### src/rtl/rxf_pkg.sv
package rxf_pkg;
  localparam int ADDR_BYTES = 6;
  localparam int ADDR_W     = 8 * ADDR_BYTES;
  localparam int CNT_W      = $clog2(ADDR_BYTES + 1);
  localparam int CFG_W      = 4;
  localparam int CFG_BCAST  = 0;
  localparam int CFG_HASH   = 1;
  localparam int CFG_MCAST  = 2;
  localparam int CFG_PROM   = 3;
  localparam logic [31:0] CRC_POLY = 32'hEDB88320;

  typedef struct packed {
    logic load;      // capture byteData into address/CRC
    logic first;     // restart CRC from preset
    logic last;      // sixth address byte present this cycle
    logic shortEnd;  // frame ended before address completed
  } ctlStb_t;
endpackage

### src/rtl/rxf_ctrl.sv
module rxf_ctrl
  import rxf_pkg::*;
(
  input  logic    clk,
  input  logic    rst_n,
  input  logic    sof,
  input  logic    byteValid,
  input  logic    frameEnd,
  output ctlStb_t stb
);
  logic             active;
  logic [CNT_W-1:0] count;
  logic [CNT_W-1:0] idx;
  logic             take;

  always_comb begin
    take         = byteValid & (sof | active);
    idx          = sof ? '0 : count;
    stb.load     = take;
    stb.first    = take & sof;
    stb.last     = take & (idx == CNT_W'(ADDR_BYTES - 1));
    stb.shortEnd = frameEnd & (active | take) & ~stb.last;
  end

  always_ff @(posedge clk) begin
    if (!rst_n) begin
      active <= 1'b0;
      count  <= '0;
    end else if (stb.last || stb.shortEnd) begin
      active <= 1'b0;
      count  <= '0;
    end else if (take) begin
      active <= 1'b1;
      count  <= idx + 1'b1;
    end
  end
endmodule

### src/rtl/rxf_datapath.sv
module rxf_datapath
  import rxf_pkg::*;
#(
  parameter int HASH_W = 64
) (
  input  logic              clk,
  input  logic              rst_n,
  input  logic [7:0]        byteData,
  input  ctlStb_t           stb,
  input  logic [ADDR_W-1:0] stationAddr,
  input  logic [HASH_W-1:0] hashTable,
  input  logic [CFG_W-1:0]  cfgFlags,
  output logic              decisionValid,
  output logic              accept
);
  localparam int IDX_W  = $clog2(HASH_W);
  localparam int HOLD_W = ADDR_W - 8;

  function automatic logic [31:0] crcByte(input logic [31:0] c, input logic [7:0] d);
    logic [31:0] r;
    r = c;
    for (int k = 0; k < 8; k++) begin
      if (r[0] ^ d[k]) r = (r >> 1) ^ CRC_POLY;
      else             r = r >> 1;
    end
    return r;
  endfunction

  logic [HOLD_W-1:0] addrReg;
  logic [31:0]       crcReg, crcIn, crcNext;
  logic [ADDR_W-1:0] fullAddr;
  logic [IDX_W-1:0]  hashIdx;
  logic              hashHit, isBcast, groupBit, isGroup, stationHit, acceptNext;

  always_comb begin
    crcIn      = stb.first ? '1 : crcReg;
    crcNext    = crcByte(crcIn, byteData);
    fullAddr   = {addrReg, byteData};
    hashIdx    = crcNext[31 -: IDX_W];
    hashHit    = hashTable[hashIdx];
    isBcast    = &fullAddr;
    groupBit   = fullAddr[ADDR_W-8];
    isGroup    = groupBit & ~isBcast;
    stationHit = ~groupBit & (fullAddr == stationAddr);
    acceptNext = cfgFlags[CFG_PROM]
               | (isBcast & cfgFlags[CFG_BCAST])
               | (isGroup & (cfgFlags[CFG_MCAST] | (cfgFlags[CFG_HASH] & hashHit)))
               | stationHit;
  end

  always_ff @(posedge clk) begin
    if (!rst_n) begin
      addrReg       <= '0;
      crcReg        <= '1;
      decisionValid <= 1'b0;
      accept        <= 1'b0;
    end else begin
      if (stb.load) begin
        addrReg <= {addrReg[HOLD_W-9:0], byteData};
        crcReg  <= crcNext;
      end
      decisionValid <= stb.last | stb.shortEnd;
      accept        <= stb.last & acceptNext;
    end
  end
endmodule

### src/rtl/rx_dest_filter.sv
module rx_dest_filter
  import rxf_pkg::*;
#(
  parameter int HASH_W = 64
) (
  input  logic              clk,
  input  logic              rst_n,
  input  logic              sof,
  input  logic              byteValid,
  input  logic [7:0]        byteData,
  input  logic              frameEnd,
  input  logic [ADDR_W-1:0] stationAddr,
  input  logic [HASH_W-1:0] hashTable,
  input  logic              cfgWrEn,
  input  logic [7:0]        cfgWrData,
  output logic [7:0]        cfgRdData,
  output logic              decisionValid,
  output logic              accept
);
  localparam logic [7:0] CFG_MASK = 8'((1 << CFG_W) - 1);

  logic [7:0] cfgReg;
  ctlStb_t    ctlStb;

  always_ff @(posedge clk) begin
    if (!rst_n)       cfgReg <= '0;
    else if (cfgWrEn) cfgReg <= cfgWrData & CFG_MASK;
  end

  assign cfgRdData = cfgReg;

  rxf_ctrl uCtrl (
    .clk       (clk),
    .rst_n     (rst_n),
    .sof       (sof),
    .byteValid (byteValid),
    .frameEnd  (frameEnd),
    .stb       (ctlStb)
  );

  rxf_datapath #(.HASH_W(HASH_W)) uData (
    .clk           (clk),
    .rst_n         (rst_n),
    .byteData      (byteData),
    .stb           (ctlStb),
    .stationAddr   (stationAddr),
    .hashTable     (hashTable),
    .cfgFlags      (cfgReg[CFG_W-1:0]),
    .decisionValid (decisionValid),
    .accept        (accept)
  );
endmodule

### config.mk
export PLATFORM = sky130hd
export DESIGN_NAME = rx_dest_filter
export DESIGN_NICKNAME = d
export VERILOG_FILES = /design/src/rtl/rxf_pkg.sv /design/src/rtl/rxf_ctrl.sv /design/src/rtl/rxf_datapath.sv /design/src/rtl/rx_dest_filter.sv
export SDC_FILE = /design/constraint.sdc
export NUM_CORES = 1
export LEC_CHECK = 0
export BUFFER_PORTS_ARGS = -buffer_cell sky130_fd_sc_hd__buf_2
export CORE_ASPECT_RATIO = 1.5
export CORE_UTILIZATION = 54
export CTS_CLUSTER_DIAMETER = 120
export DETAILED_ROUTE_END_ITERATION = 10
export PLACE_DENSITY = 0.84
export SYNTH_ARGS = -nofsm -noshare
export SYNTH_HDL_FRONTEND = slang
export SYNTH_SLANG_ARGS = --single-unit
### constraint.sdc
create_clock -name clk -period 3.15 [get_ports clk]
set_clock_uncertainty 0.2 [all_clocks]
set_input_delay 0 -clock clk [delete_from_list [all_inputs] [get_ports clk]]
set_output_delay 0 -clock clk [all_outputs]
set_load 0.03 [all_outputs]
# Word-level counts from Yosys, hierarchy flattened
# Index checks and enable logic that the tools add are counted.
# totals
reg_bits	82
input_bits	134
out_inout_bits	10
# classes
n_addsub	1
order_cmp	1
eq_ne	2
mux	12
bitwise_logic	38
n_reduce_logical	3
# ops
operator	count
32-bit two-way mux	9
13-bit inverter with 14-bit output	8
48-bit equality test	1
48-bit AND reduction	1
1-bit bitwise AND	11
1-bit bitwise XOR	8
6-bit by 7-bit < comparator with 1-bit output (second input constant)	1
1-bit bitwise OR	7
1-bit binary-select mux with 6-bit select	1
1-bit inverter	4
3-bit by 1-bit adder with 3-bit output (second input constant)	1
3-bit equality test (second input constant)	1
3-bit two-way mux	1
2-bit OR reduction	1
1-bit logical OR	1
1-bit two-way mux	1

# Longest topological paths before layout
# Gate-level depths: netlist of the first run.
# depth
ltp_word	28
ltp_mapped	12
mapped_depth_nobuf	9

# By module
# From an unflattened synthesis of the first run, not the netlist that was laid out.
# unflattened
hier_cells	604
area_unflattened_um2	5509.0
# by_module_without_submodules
mod	n_inst	cells_per_inst	area_each_um2	seq_area_each_um2
rxf_datapath	1	557	5062.4	1481.4
rxf_ctrl	1	29	256.5	80.1
rx_dest_filter	1	18	190.2	80.1

# Worst setup path before layout of the first run
# Ideal clock, no wire load.
# synth_path
path_type	register -> register
start	register uData.crcReg[0]
end	register uData.accept
setup_time_ns	0.120
arrival_time_ns	2.594
required_ns	2.830
path_slack_ns	0.236
path_stages_with_launch	12
synth_period_minus_slack_ns	2.914
cell_sequence	dfxtp_1 > buf_2 > xor2_1 > nand2_1 > xor3_1 > xnor3_1 > buf_2 > mux4_2 > nand2_1 > nand2_1 > o211ai_1 > o21ai_1
# synth_between
elab_chain_len	20
# synth_rtl
item	line	source
from (decl)	rxf_datapath.sv:30	logic [31:0] crcReg, crcIn, crcNext;
from (signal assigned)	rxf_datapath.sv:60	crcReg <= crcNext;
32-bit two-way mux *	rxf_datapath.sv:36	crcIn = stb.first ? '1 : crcReg;
1-bit bitwise XOR *	rxf_datapath.sv:23	if (r[0] ^ d[k]) r = (r >> 1) ^ CRC_POLY;
32-bit two-way mux * (6 in a row)	rxf_datapath.sv:23	
1-bit bitwise XOR *	rxf_datapath.sv:23	
32-bit two-way mux *	rxf_datapath.sv:23	
13-bit inverter with 14-bit output (no source line)	n/a	
32-bit two-way mux *	rxf_datapath.sv:23	
1-bit binary-select mux with 6-bit select *	rxf_datapath.sv:40	hashHit = hashTable[hashIdx];
1-bit two-way mux (not written as such) *	rxf_datapath.sv:40	
1-bit bitwise AND *	rxf_datapath.sv:47	| (isGroup & (cfgFlags[CFG_MCAST] | (cfgFlags[CFG_HASH] & hashHit)))
1-bit bitwise OR *	rxf_datapath.sv:47	
1-bit bitwise AND *	rxf_datapath.sv:47	
1-bit bitwise OR *	rxf_datapath.sv:47	
1-bit bitwise OR *	rxf_datapath.sv:48	| stationHit;
1-bit bitwise AND *	rxf_datapath.sv:63	accept <= stb.last & acceptNext;
to (signal assigned)	rxf_datapath.sv:63	
to (decl)	rxf_datapath.sv:14	output logic accept
# Every way passes the cells marked *; elsewhere a longest branch is shown, timed or not. The select of a mux whose other input is x is not followed.
# A chain may end at the register's enable or synchronous reset.

# Worst setup path in the final report of the first run
# layout_path
start	register uData.crcReg[6]
end	register uData.accept
# layout_between
elab_chain_len	20
# layout_rtl
item	line
32-bit two-way mux *	rxf_datapath.sv:36
13-bit inverter with 14-bit output (no source line)	n/a
32-bit two-way mux * (6 in a row)	rxf_datapath.sv:23
1-bit bitwise XOR *	rxf_datapath.sv:23
32-bit two-way mux *	rxf_datapath.sv:23
13-bit inverter with 14-bit output (no source line)	n/a
32-bit two-way mux *	rxf_datapath.sv:23
1-bit binary-select mux with 6-bit select *	rxf_datapath.sv:40
1-bit two-way mux (not written as such) *	rxf_datapath.sv:40
1-bit bitwise AND *	rxf_datapath.sv:47
1-bit bitwise OR *	rxf_datapath.sv:47
1-bit bitwise AND *	rxf_datapath.sv:47
1-bit bitwise OR *	rxf_datapath.sv:47
1-bit bitwise OR *	rxf_datapath.sv:48
1-bit bitwise AND *	rxf_datapath.sv:63
# Marked as above.

==> metrics.log, run 1 <==
[metrics] I/O Pins: 144
[metrics] number of antenna violations at the first check in global routing: 0
[metrics] run status: finished, final reports clean
[metrics] fraction of synthesized cell area in xor and xnor cells: 0.216
[metrics] vias after detailed routing: 5,252
[metrics] proportion of synthesized area in mux cells: 0.0799
[metrics] final net count: 924
[metrics] total routed wirelength: 16,400 um
[metrics] class of the tightest hold or removal check: input pin to register
[metrics] most common cell after layout, fill and taps aside: sky130_fd_sc_hd__buf_2
[metrics] number of clock buffers inserted by TritonCTS: 9
[metrics] remaining antenna violation count after routing: 0
[metrics] max capacitance violation total: 0
[metrics] share of post-route cells with drive strength above 1: 0.248
[metrics] Tot GR Track Use: 0.316
[metrics] largest net degree at the start of global routing: 64
[metrics] slowest cell on the critical path: sky130_fd_sc_hd__mux4_2
[metrics] TritonCTS clock tree: built
[metrics] Worst Path Arrival: 3.08 ns
[metrics] Worst Setup Start Kind: register
[metrics] Setup TNS Final: 0 ns
[metrics] setup repair after global routing missed its margin: no
[metrics] Final Setup Violations: 0
[metrics] async set-or-reset flop fraction in the synthesized netlist: 0
[metrics] register clock-pin slew on the reported worst setup and hold paths: 0.06 ns
[metrics] Netlist cell types: 58
[metrics] clock sink total: 82
[metrics] fraction of the mapped netlist area in compound gates: 0.159
[metrics] worst skew pair latency: 0.34 ns
[metrics] residual overflow from global routing: 0
[metrics] ordered list of cells on the worst path: xor2_1 -> nand2_1 -> xor3_2 -> xnor3_1 -> buf_4 -> mux4_2 -> o311a_1 -> o2111ai_1 -> o21ai_1
[metrics] Post-Synth Simple-Gate Area: 0.177
[metrics] post-route DRC violation count: 0
[metrics] vias per inst: 5.78
[metrics] PortBufs: 135
[metrics] routability-driven placement congestion ratio: 0.939
[metrics] type of destination of the critical path: register
[metrics] initial core utilization: 0.559
[metrics] number of iterations in the first detailed-routing pass: 5
[metrics] H-tree level count: 3
[metrics] maximum buffer depth of the clock tree: 2
[metrics] maximum clock rate: 326 MHz
[metrics] adder-cell share of the synthesized area: 0.00462
[metrics] Worst Hold Margin: 0.0364 ns
[metrics] Area Overhead vs Synth: 24.8%
[metrics] fill cell count: 706
[metrics] HPWL Detailed: 11,400 um
[metrics] Mapped Avg Cell Area: 8.40 um^2
[metrics] required time worst endpoint: 3.17 ns
[metrics] die footprint: 0.0104 mm^2
[metrics] wire length of the first global-routing pass: 26,300 um
[metrics] Leak Pwr: 2.89 nW
[metrics] fraction of the cycle the final worst path needs: 0.972
[metrics] vias in the first global route: 5,347
[metrics] number of hold violations in the final report: 0
[metrics] flip-flop and latch count after synthesis: 82
[metrics] share of synthesized area occupied by flip-flops and latches: 0.303
[metrics] leading cell types in the layout, fill and taps excluded: 135 x sky130_fd_sc_hd__buf_2, 130 x sky130_fd_sc_hd__nand2_1, 80 x sky130_fd_sc_hd__dfxtp_1, 59 x sky130_fd_sc_hd__xnor2_1, 52 x sky130_fd_sc_hd__xor2_1
[metrics] Synth Instances: 645
[metrics] slowest stage delay, CP: 0.50 ns
[metrics] antenna fix cells: 0
[metrics] total power density per cell area: 654 mW/mm^2
[metrics] iteration-0 DRC count of the detailed router: 416
[metrics] die outline height: 125 um
[metrics] transition at the pin with the smallest max-transition slack: 0.789 ns
[metrics] Relative slew margins: 0.469
[metrics] setup slack, reg-to-reg: 0.09 ns
[metrics] most used flip-flop cell after synthesis: sky130_fd_sc_hd__dfxtp_1
[metrics] row cnt: 44
[metrics] main combinational cell family by area after synthesis: XOR/XNOR gates
[metrics] clock tree root buffer cell: sky130_fd_sc_hd__clkbuf_16
[metrics] Die X-Extent: 83.8 um
[metrics] Period minus WS final: 3.06 ns
[metrics] critical path fanouts, max: 6
[metrics] Peak VDD IR: 482 uV
[metrics] netlist area before placement: 0.00542 mm^2
[metrics] WS Path Type: register to register
[metrics] number of synthesized flops with an enable pin: 0
[metrics] pins over their slew limit: 0
[metrics] Floorplan Core Area: 0.00969 mm^2
[metrics] Routed wire per std cell: 18.0 um
[metrics] count of synthesis-stage warnings from yosys: 0
==> cell type report <==
cell class                      count  area [um^2]  area share
Multi-Input combinational cell    496         3480       0.514
Sequential cell                    82         1640       0.243
Timing Repair Buffer              178         1050       0.155
Clock buffer                        9          225      0.0333
Tap cell                          115          144      0.0213
Clock inverter                      7          141      0.0209
Inverter                           21         78.8      0.0117
==> stage by stage <==
stage / std cells / total power, W / instance area [um^2] / worst slack [ns] / utilization
floorplan: 648 / 0.00264 / 5430 / 0.236 / -
global placement: 871 / 0.00301 / 6180 / 0.245 / 0.638
detailed placement: 871 / 0.00306 / 6180 / 0.173 / 0.638
CTS: 906 / 0.00439 / 6740 / 0.0461 / 0.695
global route: 908 / 0.00461 / 6760 / 0.0114 / 0.698
finish: 908 / 0.00442 / 6760 / 0.0871 / 0.698
==> flip-flops by register name, summed over array words and instances (netlist names) <==
register and cells:
cfgRdData 4, uCtrl.active 1, uCtrl.count 3, uData.accept 1
uData.addrReg 40, uData.crcReg 32, uData.decisionValid 1
==> timing repair <==
| item | CTS | global route |
|---|---|---|
| setup buffers | 0 | 2 |
| setup endpoints to repair | 0 | 1 |
| hold buffers | 19 | 0 |
| hold endpoints to repair | 39 | 0 |
| resized for setup | 0 | 4 |
==> power by group <==
group	switching, W	internal (W)
Combinational	0.000980	0.000970
Clock	0.000442	0.000855
Sequential	0.0000617	0.00111
Total	0.00148	0.00294
==> worst paths after layout <==
check | startpoint | endpoint | depth (start not counted)
hold / removal | sof | uData.crcReg[12] | 4
setup / recovery | uData.crcReg[6] | uData.accept | 9
setup reg to reg | uData.crcReg[6] | uData.accept | 9
hold reg to reg | uData.crcReg[19] | uData.crcReg[19] | 2
==> worst max-delay path: cells and delay by family, from the launching register on <==
| family | cells | cell delay (ns) |
|---|---|---|
| AOI/OAI and AO/OA | 3 | 0.59 |
| DFF | 1 | 0.37 |
| xor gates and xnor gates | 3 | 0.93 |
| and+or+nand+nor | 1 | 0.18 |
| muxes | 1 | 0.50 |
| buffers and inverters | 1 | 0.18 |
==> cells in the mapped netlist, types with 2 or more instances <==
cell | count | area (um^2)
sky130_fd_sc_hd__inv_1 | 20 | 75.1
sky130_fd_sc_hd__a22oi_1 | 2 | 15.0
sky130_fd_sc_hd__o21ai_1 | 2 | 10.0
sky130_fd_sc_hd__a31oi_1 | 2 | 12.5
sky130_fd_sc_hd__buf_4 | 7 | 52.6
sky130_fd_sc_hd__nand2_1 | 130 | 488
sky130_fd_sc_hd__a211oi_1 | 2 | 15.0
sky130_fd_sc_hd__o22ai_1 | 7 | 43.8
sky130_fd_sc_hd__nor4_1 | 12 | 75.1
sky130_fd_sc_hd__o211ai_1 | 32 | 240
sky130_fd_sc_hd__nor3_1 | 4 | 20.0
sky130_fd_sc_hd__a221oi_1 | 2 | 17.5
sky130_fd_sc_hd__a21oi_1 | 5 | 25.0
sky130_fd_sc_hd__nor2b_1 | 5 | 31.3
sky130_fd_sc_hd__xnor2_1 | 59 | 517
sky130_fd_sc_hd__nor2_1 | 39 | 146
sky130_fd_sc_hd__xnor3_1 | 2 | 45.0
sky130_fd_sc_hd__and3_1 | 2 | 12.5
sky130_fd_sc_hd__nand3_1 | 5 | 25.0
sky130_fd_sc_hd__o21ai_0 | 6 | 30.0
sky130_fd_sc_hd__or3_1 | 2 | 12.5
sky130_fd_sc_hd__buf_2 | 7 | 35.0
sky130_fd_sc_hd__dfxtp_1 | 82 | 1640
sky130_fd_sc_hd__a22o_1 | 4 | 35.0
sky130_fd_sc_hd__nand4_1 | 16 | 100
sky130_fd_sc_hd__mux2i_1 | 23 | 230
sky130_fd_sc_hd__a21boi_0 | 41 | 308
sky130_fd_sc_hd__mux2_1 | 2 | 22.5
sky130_fd_sc_hd__xor2_1 | 52 | 455
sky130_fd_sc_hd__xor2_2 | 2 | 32.5
sky130_fd_sc_hd__buf_6 | 3 | 33.8
sky130_fd_sc_hd__ha_1 | 2 | 25.0
sky130_fd_sc_hd__mux4_2 | 8 | 180
sky130_fd_sc_hd__clkbuf_1 | 31 | 116
sky130_fd_sc_hd__o2bb2ai_1 | 2 | 17.5
==> cell families after synthesis <==
| group | count (synthesis) |
|---|---|
| multiplexers | 33 |
| XOR/XNOR | 120 |
| adder cells (fa/ha/maj) | 2 |
| flip-flops | 82 |
| other | 1 |
| AO/OA/AOI/OAI | 117 |
| buffers and inverters | 70 |
| AND/OR/NAND/NOR | 220 |
==> routing by layer <==
metal,vias to the layer above,part of all wire,track usage
li1,2474,-,-
met1,2441,0.36,0.340
met2,267,0.53,0.575
met3,70,0.059,0.0477
met4,0,0.053,0.183
met5,-,0,0
(Power assumes the default switching activity.)
==> run 2, diff against run 1 <==
- CORE_UTILIZATION: 54 -> 50
- PLACE_DENSITY: 0.84 -> 0.78
==> metrics.log, run 2 (same netlist as run 1, synthesis figures left out) <==
[metrics] Routed wire per std cell: 17.0 um
[metrics] Floorplan Core Area: 0.0105 mm^2
[metrics] number of antenna violations at the first check in global routing: 0
[metrics] Final Setup Violations: 0
[metrics] Tot GR Track Use: 0.280
[metrics] largest net degree at the start of global routing: 87
[metrics] slowest cell on the critical path: sky130_fd_sc_hd__mux4_2
[metrics] type of destination of the critical path: register
[metrics] pins over their slew limit: 0
[metrics] remaining antenna violation count after routing: 0
[metrics] Layout Cells excl Fill: 933
[metrics] register clock-pin slew on the reported worst setup and hold paths: 0.06 ns
[metrics] largest register by flop count: uData.addrReg
[metrics] number of placed instances with taps included: 900
[metrics] Setup TNS Final: 0 ns
[metrics] count of cells resized by post-cts repair: 0
[metrics] number of iterations in the first detailed-routing pass: 5
[metrics] max capacitance violation total: 0
[metrics] family with the most delay on the worst path: XOR/XNOR gates
[metrics] H-tree level count: 3
[metrics] Worst Setup Start Kind: register
[metrics] Largest register FFs: 40
[metrics] initial core utilization: 0.514
[metrics] fraction of the cycle the final worst path needs: 0.953
[metrics] antenna fix cells: 0
[metrics] leading cell types in the layout, fill and taps excluded: 135 x sky130_fd_sc_hd__buf_2, 130 x sky130_fd_sc_hd__nand2_1, 82 x sky130_fd_sc_hd__dfxtp_1, 59 x sky130_fd_sc_hd__xnor2_1, 52 x sky130_fd_sc_hd__xor2_1
[metrics] area occupied by registers: 0.00164 mm^2
[metrics] number of hold violations in the final report: 0
[metrics] Die X-Extent: 87.0 um
[metrics] ordered list of cells on the worst path: xor2_1 -> nand2_1 -> xor2_1 -> buf_4 -> xnor3_2 -> buf_4 -> mux2i_1 -> mux4_2 -> a22oi_1 -> o211ai_1 -> o21ai_1
[metrics] number of clock buffers inserted by TritonCTS: 9
[metrics] clock tree root buffer cell: sky130_fd_sc_hd__clkbuf_16
[metrics] Post-CTS Setup Inserts: 0
[metrics] fill cell count: 849
[metrics] fin area: 0.00675 mm^2
[metrics] PortBufs: 135
[metrics] total power density per cell area: 639 mW/mm^2
[metrics] Area Overhead vs Synth: 24.6%
[metrics] final net count: 921
[metrics] die outline height: 129 um
[metrics] post-route DRC violation count: 0
[metrics] WS Path Type: register to register
[metrics] most common cell after layout, fill and taps aside: sky130_fd_sc_hd__buf_2
[metrics] buffers and inverters on the worst path: 2
[metrics] Period minus WS final: 3.00 ns
[metrics] area occupied by multi-input gates: 0.00347 mm^2
[metrics] transition at the pin with the smallest max-transition slack: 0.715 ns
[metrics] post-place instance area: 0.00623 mm^2
[metrics] vias in the first global route: 5,091
[metrics] CTS hold repair buffers: 18
[metrics] slowest stage delay, CP: 0.48 ns
[metrics] wire length of the first global-routing pass: 24,100 um
[metrics] routability-driven placement congestion ratio: 0.988
[metrics] vias per inst: 5.67
[metrics] share of post-route cells with drive strength above 1: 0.242
[metrics] total routed wirelength: 15,900 um
[metrics] maximum clock rate: 333 MHz
[metrics] required time worst endpoint: 3.22 ns
[metrics] Peak VDD IR: 309 uV
[metrics] clock sink total: 82
[metrics] worst skew pair latency: 0.34 ns
[metrics] Worst Path Arrival: 3.08 ns
[metrics] critical path fanouts, max: 14
[metrics] class of the tightest hold or removal check: input pin to register
[metrics] TritonCTS clock tree: built
[metrics] vias after detailed routing: 5,286
[metrics] Leak Pwr: 2.87 nW
[metrics] HPWL Detailed: 11,500 um
[metrics] row cnt: 46
[metrics] Relative slew margins: 0.519
[metrics] die footprint: 0.0113 mm^2
[metrics] run status: finished, final reports clean
[metrics] setup repair after global routing missed its margin: no
[metrics] I/O Pins: 144
[metrics] residual overflow from global routing: 0
[metrics] iteration-0 DRC count of the detailed router: 281
[metrics] maximum buffer depth of the clock tree: 2
==> run 2: worst min-delay path, cell delays in order <==
cell	delay, ns
sky130_fd_sc_hd__buf_2	0.18
sky130_fd_sc_hd__o21ai_0	0.18
sky130_fd_sc_hd__a22oi_1	0.07
sky130_fd_sc_hd__nor2_1	0.09
==> run 2: power breakdown <==
part / total (W) / switching (W) / internal, W
sequential: 0.00117 / 0.0000614 / 0.00111
clock: 0.00122 / 0.000443 / 0.000774
combinational: 0.00192 / 0.000962 / 0.000963
total: 0.00431 / 0.00147 / 0.00285
==> run 2: area by class of cell <==
| type | count | area share |
|---|---|---|
| tap | 144 | 0.0267 |
| clock buffer | 9 | 0.0334 |
| multi-input combinational | 496 | 0.515 |
| timing repair buffer | 175 | 0.153 |
| clock inverter | 6 | 0.0171 |
| inverter | 21 | 0.0117 |
| sequential | 82 | 0.243 |
==> run 2: through the flow <==
step	utilization	setup WS (ns)	power (W)	hold WS [ns]
2_1_floorplan	-	0.236	0.00264	-0.0551
3_3_place_gp	0.591	0.232	0.00303	0.0611
3_5_place_dp	0.591	0.178	0.00307	0.0727
4_1_cts	0.641	0.165	0.00431	0.0117
5_1_grt	0.641	0.0264	0.00453	0.0590
6_report	0.641	0.147	0.00431	0.0201
==> run 2: path summary, 6_finish.rpt <==
kind | start | end | slack (ns) | cells past startpoint
max | uData.crcReg[1] | uData.accept | 0.15 | 11
max reg2reg | uData.crcReg[1] | uData.accept | 0.15 | 11
min reg2reg | uData.crcReg[8] | uData.crcReg[8] | 0.29 | 2
min | sof | uCtrl.count[2] | 0.02 | 4
==> run 2: layer usage <==
| metal | GRT usage | part of all wire | up-vias |
|---|---|---|---|
| met3 | 0.0446 | 0.048 | 69 |
| li1 | - | - | 2473 |
| met1 | 0.304 | 0.37 | 2531 |
| met2 | 0.498 | 0.53 | 213 |
| met5 | 0 | 0 | - |
| met4 | 0.183 | 0.055 | 0 |
==> run 3, diff against run 2 <==
- BUFFER_PORTS_ARGS: -buffer_cell sky130_fd_sc_hd__buf_2 -> -buffer_cell sky130_fd_sc_hd__buf_4
==> metrics.log, run 3 (same netlist as run 1, synthesis figures left out) <==
[metrics] transition at the pin with the smallest max-transition slack: 0.909 ns
[metrics] met1 Usage GRT: 0.322
[metrics] required time worst endpoint: 3.17 ns
[metrics] Tot GR Track Use: 0.290
[metrics] routability-driven placement congestion ratio: 0.929
[metrics] Period minus WS final: 2.97 ns
[metrics] Setup TNS Final: 0 ns
[metrics] global-route met2 utilization: 0.508
[metrics] residual overflow from global routing: 0
[metrics] number of antenna violations at the first check in global routing: 0
[metrics] family with the most delay on the worst path: XOR/XNOR gates
[metrics] TritonCTS clock tree: built
[metrics] buffers and inverters on the worst path: 1
[metrics] setup repair after global routing missed its margin: no
[metrics] Final Setup Violations: 0
[metrics] Routed wire per std cell: 17.2 um
[metrics] number of placed instances with taps included: 898
[metrics] max capacitance violation total: 0
[metrics] remaining antenna violation count after routing: 0
[metrics] number of iterations in the first detailed-routing pass: 7
[metrics] fraction of the cycle the final worst path needs: 0.944
[metrics] maximum clock rate: 336 MHz
[metrics] Leak Pwr: 2.96 nW
[metrics] most common cell after layout, fill and taps aside: sky130_fd_sc_hd__buf_4
[metrics] number of clock buffers inserted by TritonCTS: 9
[metrics] register clock-pin slew on the reported worst setup and hold paths: 0.07 ns
[metrics] post-route DRC violation count: 0
[metrics] initial core utilization: 0.514
[metrics] antenna fix cells: 0
[metrics] vias in the first global route: 5,176
[metrics] total power density per cell area: 592 mW/mm^2
[metrics] H-tree level count: 3
[metrics] I/O Pins: 144
[metrics] Final Worst Setup Slack: 0.177 ns
[metrics] HPWL Detailed: 12,100 um
[metrics] PortBufs: 135
[metrics] row cnt: 46
[metrics] Peak VDD IR: 375 uV
[metrics] total stage count of the critical path: 9
[metrics] largest register by flop count: uData.addrReg
[metrics] class of the tightest hold or removal check: input pin to register
[metrics] iteration-0 DRC count of the detailed router: 324
[metrics] pins over their slew limit: 0
[metrics] share of post-route cells with drive strength above 1: 0.242
[metrics] final net count: 920
[metrics] die footprint: 0.0113 mm^2
[metrics] total routed wirelength: 16,000 um
[metrics] Die X-Extent: 87.0 um
[metrics] vias after detailed routing: 5,174
[metrics] slowest cell on the critical path: sky130_fd_sc_hd__mux4_2
[metrics] maximum buffer depth of the clock tree: 2
[metrics] Floorplan Core Area: 0.0105 mm^2
[metrics] vias per inst: 5.55
[metrics] run status: finished, final reports clean
[metrics] most heavily used metal layer in global routing: met2
[metrics] critical path fanouts, max: 6
[metrics] hold-critical path depth: 5
[metrics] number of hold violations in the final report: 0
[metrics] met3 layer usage reported by global route: 0.0490
[metrics] slowest stage delay, CP: 0.51 ns
[metrics] Largest register FFs: 40
[metrics] Relative slew margins: 0.388
[metrics] wire length of the first global-routing pass: 25,000 um
[metrics] worst skew pair latency: 0.34 ns
[metrics] Layout Cells excl Fill: 933
[metrics] ordered list of cells on the worst path: xor2_1 -> nand2_1 -> xor3_1 -> xnor3_1 -> buf_4 -> mux4_2 -> o311a_1 -> o2111ai_1 -> o21ai_1
[metrics] WS Path Type: register to register
[metrics] Worst Path Arrival: 2.99 ns
[metrics] clock sink total: 82
[metrics] Worst Hold Margin: 0.00852 ns
[metrics] clock tree root buffer cell: sky130_fd_sc_hd__clkbuf_16
[metrics] DP Worst Slack: 0.208 ns
[metrics] leading cell types in the layout, fill and taps excluded: 154 x sky130_fd_sc_hd__buf_4, 130 x sky130_fd_sc_hd__nand2_1, 81 x sky130_fd_sc_hd__dfxtp_1, 59 x sky130_fd_sc_hd__xnor2_1, 52 x sky130_fd_sc_hd__xor2_1
[metrics] type of destination of the critical path: register
[metrics] Power, Total: 0.00416 W
[metrics] FF-to-FF path depth: 9
[metrics] die outline height: 129 um
[metrics] Area Overhead vs Synth: 29.8%
[metrics] Worst Setup Start Kind: register
[metrics] largest net degree at the start of global routing: 49
[run 3: cell types whose count changed in the layout (fill, tap and decap cells not counted), sizes merged]
| cell | change |
|---|---|
| clkinvlp | -1 |
| bufinv | -3 |
| clkinv | +1 |
| dlygate4sd3 | +1 |
| inv | +4 |
| buf | -2 |
[run 3: final cells by class]
cell class,count,area (um^2)
Fill cell,826,3500
Multi-Input combinational cell,496,3470
Sequential cell,82,1640
Timing Repair Buffer,174,1370
Clock buffer,9,225
Tap cell,144,180
Inverter,21,78.8
Clock inverter,7,60.1
[run 3: layer usage]
layer  part of all wire  wire [um]  vias up
met2               0.52       8260      202
met1               0.37       5910     2444
li1                   -          -     2469
met3              0.052        840       59
met5                  0          0        -
met4              0.063       1010        0
[run 3: worst register-to-register path, cell delays in order (launching register included)]
cell and delay [ns]:
sky130_fd_sc_hd__dfxtp_1 0.43, sky130_fd_sc_hd__xor2_1 0.18, sky130_fd_sc_hd__nand2_1 0.14, sky130_fd_sc_hd__xor3_1 0.46
sky130_fd_sc_hd__xnor3_1 0.29, sky130_fd_sc_hd__buf_4 0.18, sky130_fd_sc_hd__mux4_2 0.51, sky130_fd_sc_hd__o311a_1 0.30
sky130_fd_sc_hd__o2111ai_1 0.07, sky130_fd_sc_hd__o21ai_1 0.09
[run 3: final timing paths]
| kind | end | startpoint | slack [ns] |
|---|---|---|---|
| max | uData.accept | uData.crcReg[6] | 0.18 |
| min | uCtrl.count[2] | sof | 0.009 |
| max reg2reg | uData.accept | uData.crcReg[6] | 0.18 |
| min reg2reg | uData.crcReg[19] | uData.crcReg[19] | 0.29 |
[run 3: timing repair]
action                                  in CTS  in global routing
endpoints found under the setup margin       0                  1
buffers inserted                             0                  0
hold buffers                                19                  0
gates resized for setup                      0                  1
endpoints found under the hold margin       48                  0
[run 3: power breakdown]
part,switching [W],leakage [nW],internal [W]
clock,0.000474,0.143,0.000551
sequential,0.0000623,0.671,0.00111
combinational,0.000956,2.14,0.00100
[run 3: metrics by stage]
stage	cell area [um^2]	utilization
after floorplan	5430	-
after global placement	6550	0.622
after detailed placement	6550	0.622
after CTS	7030	0.667
after global routing	7030	0.667
final	7030	0.667
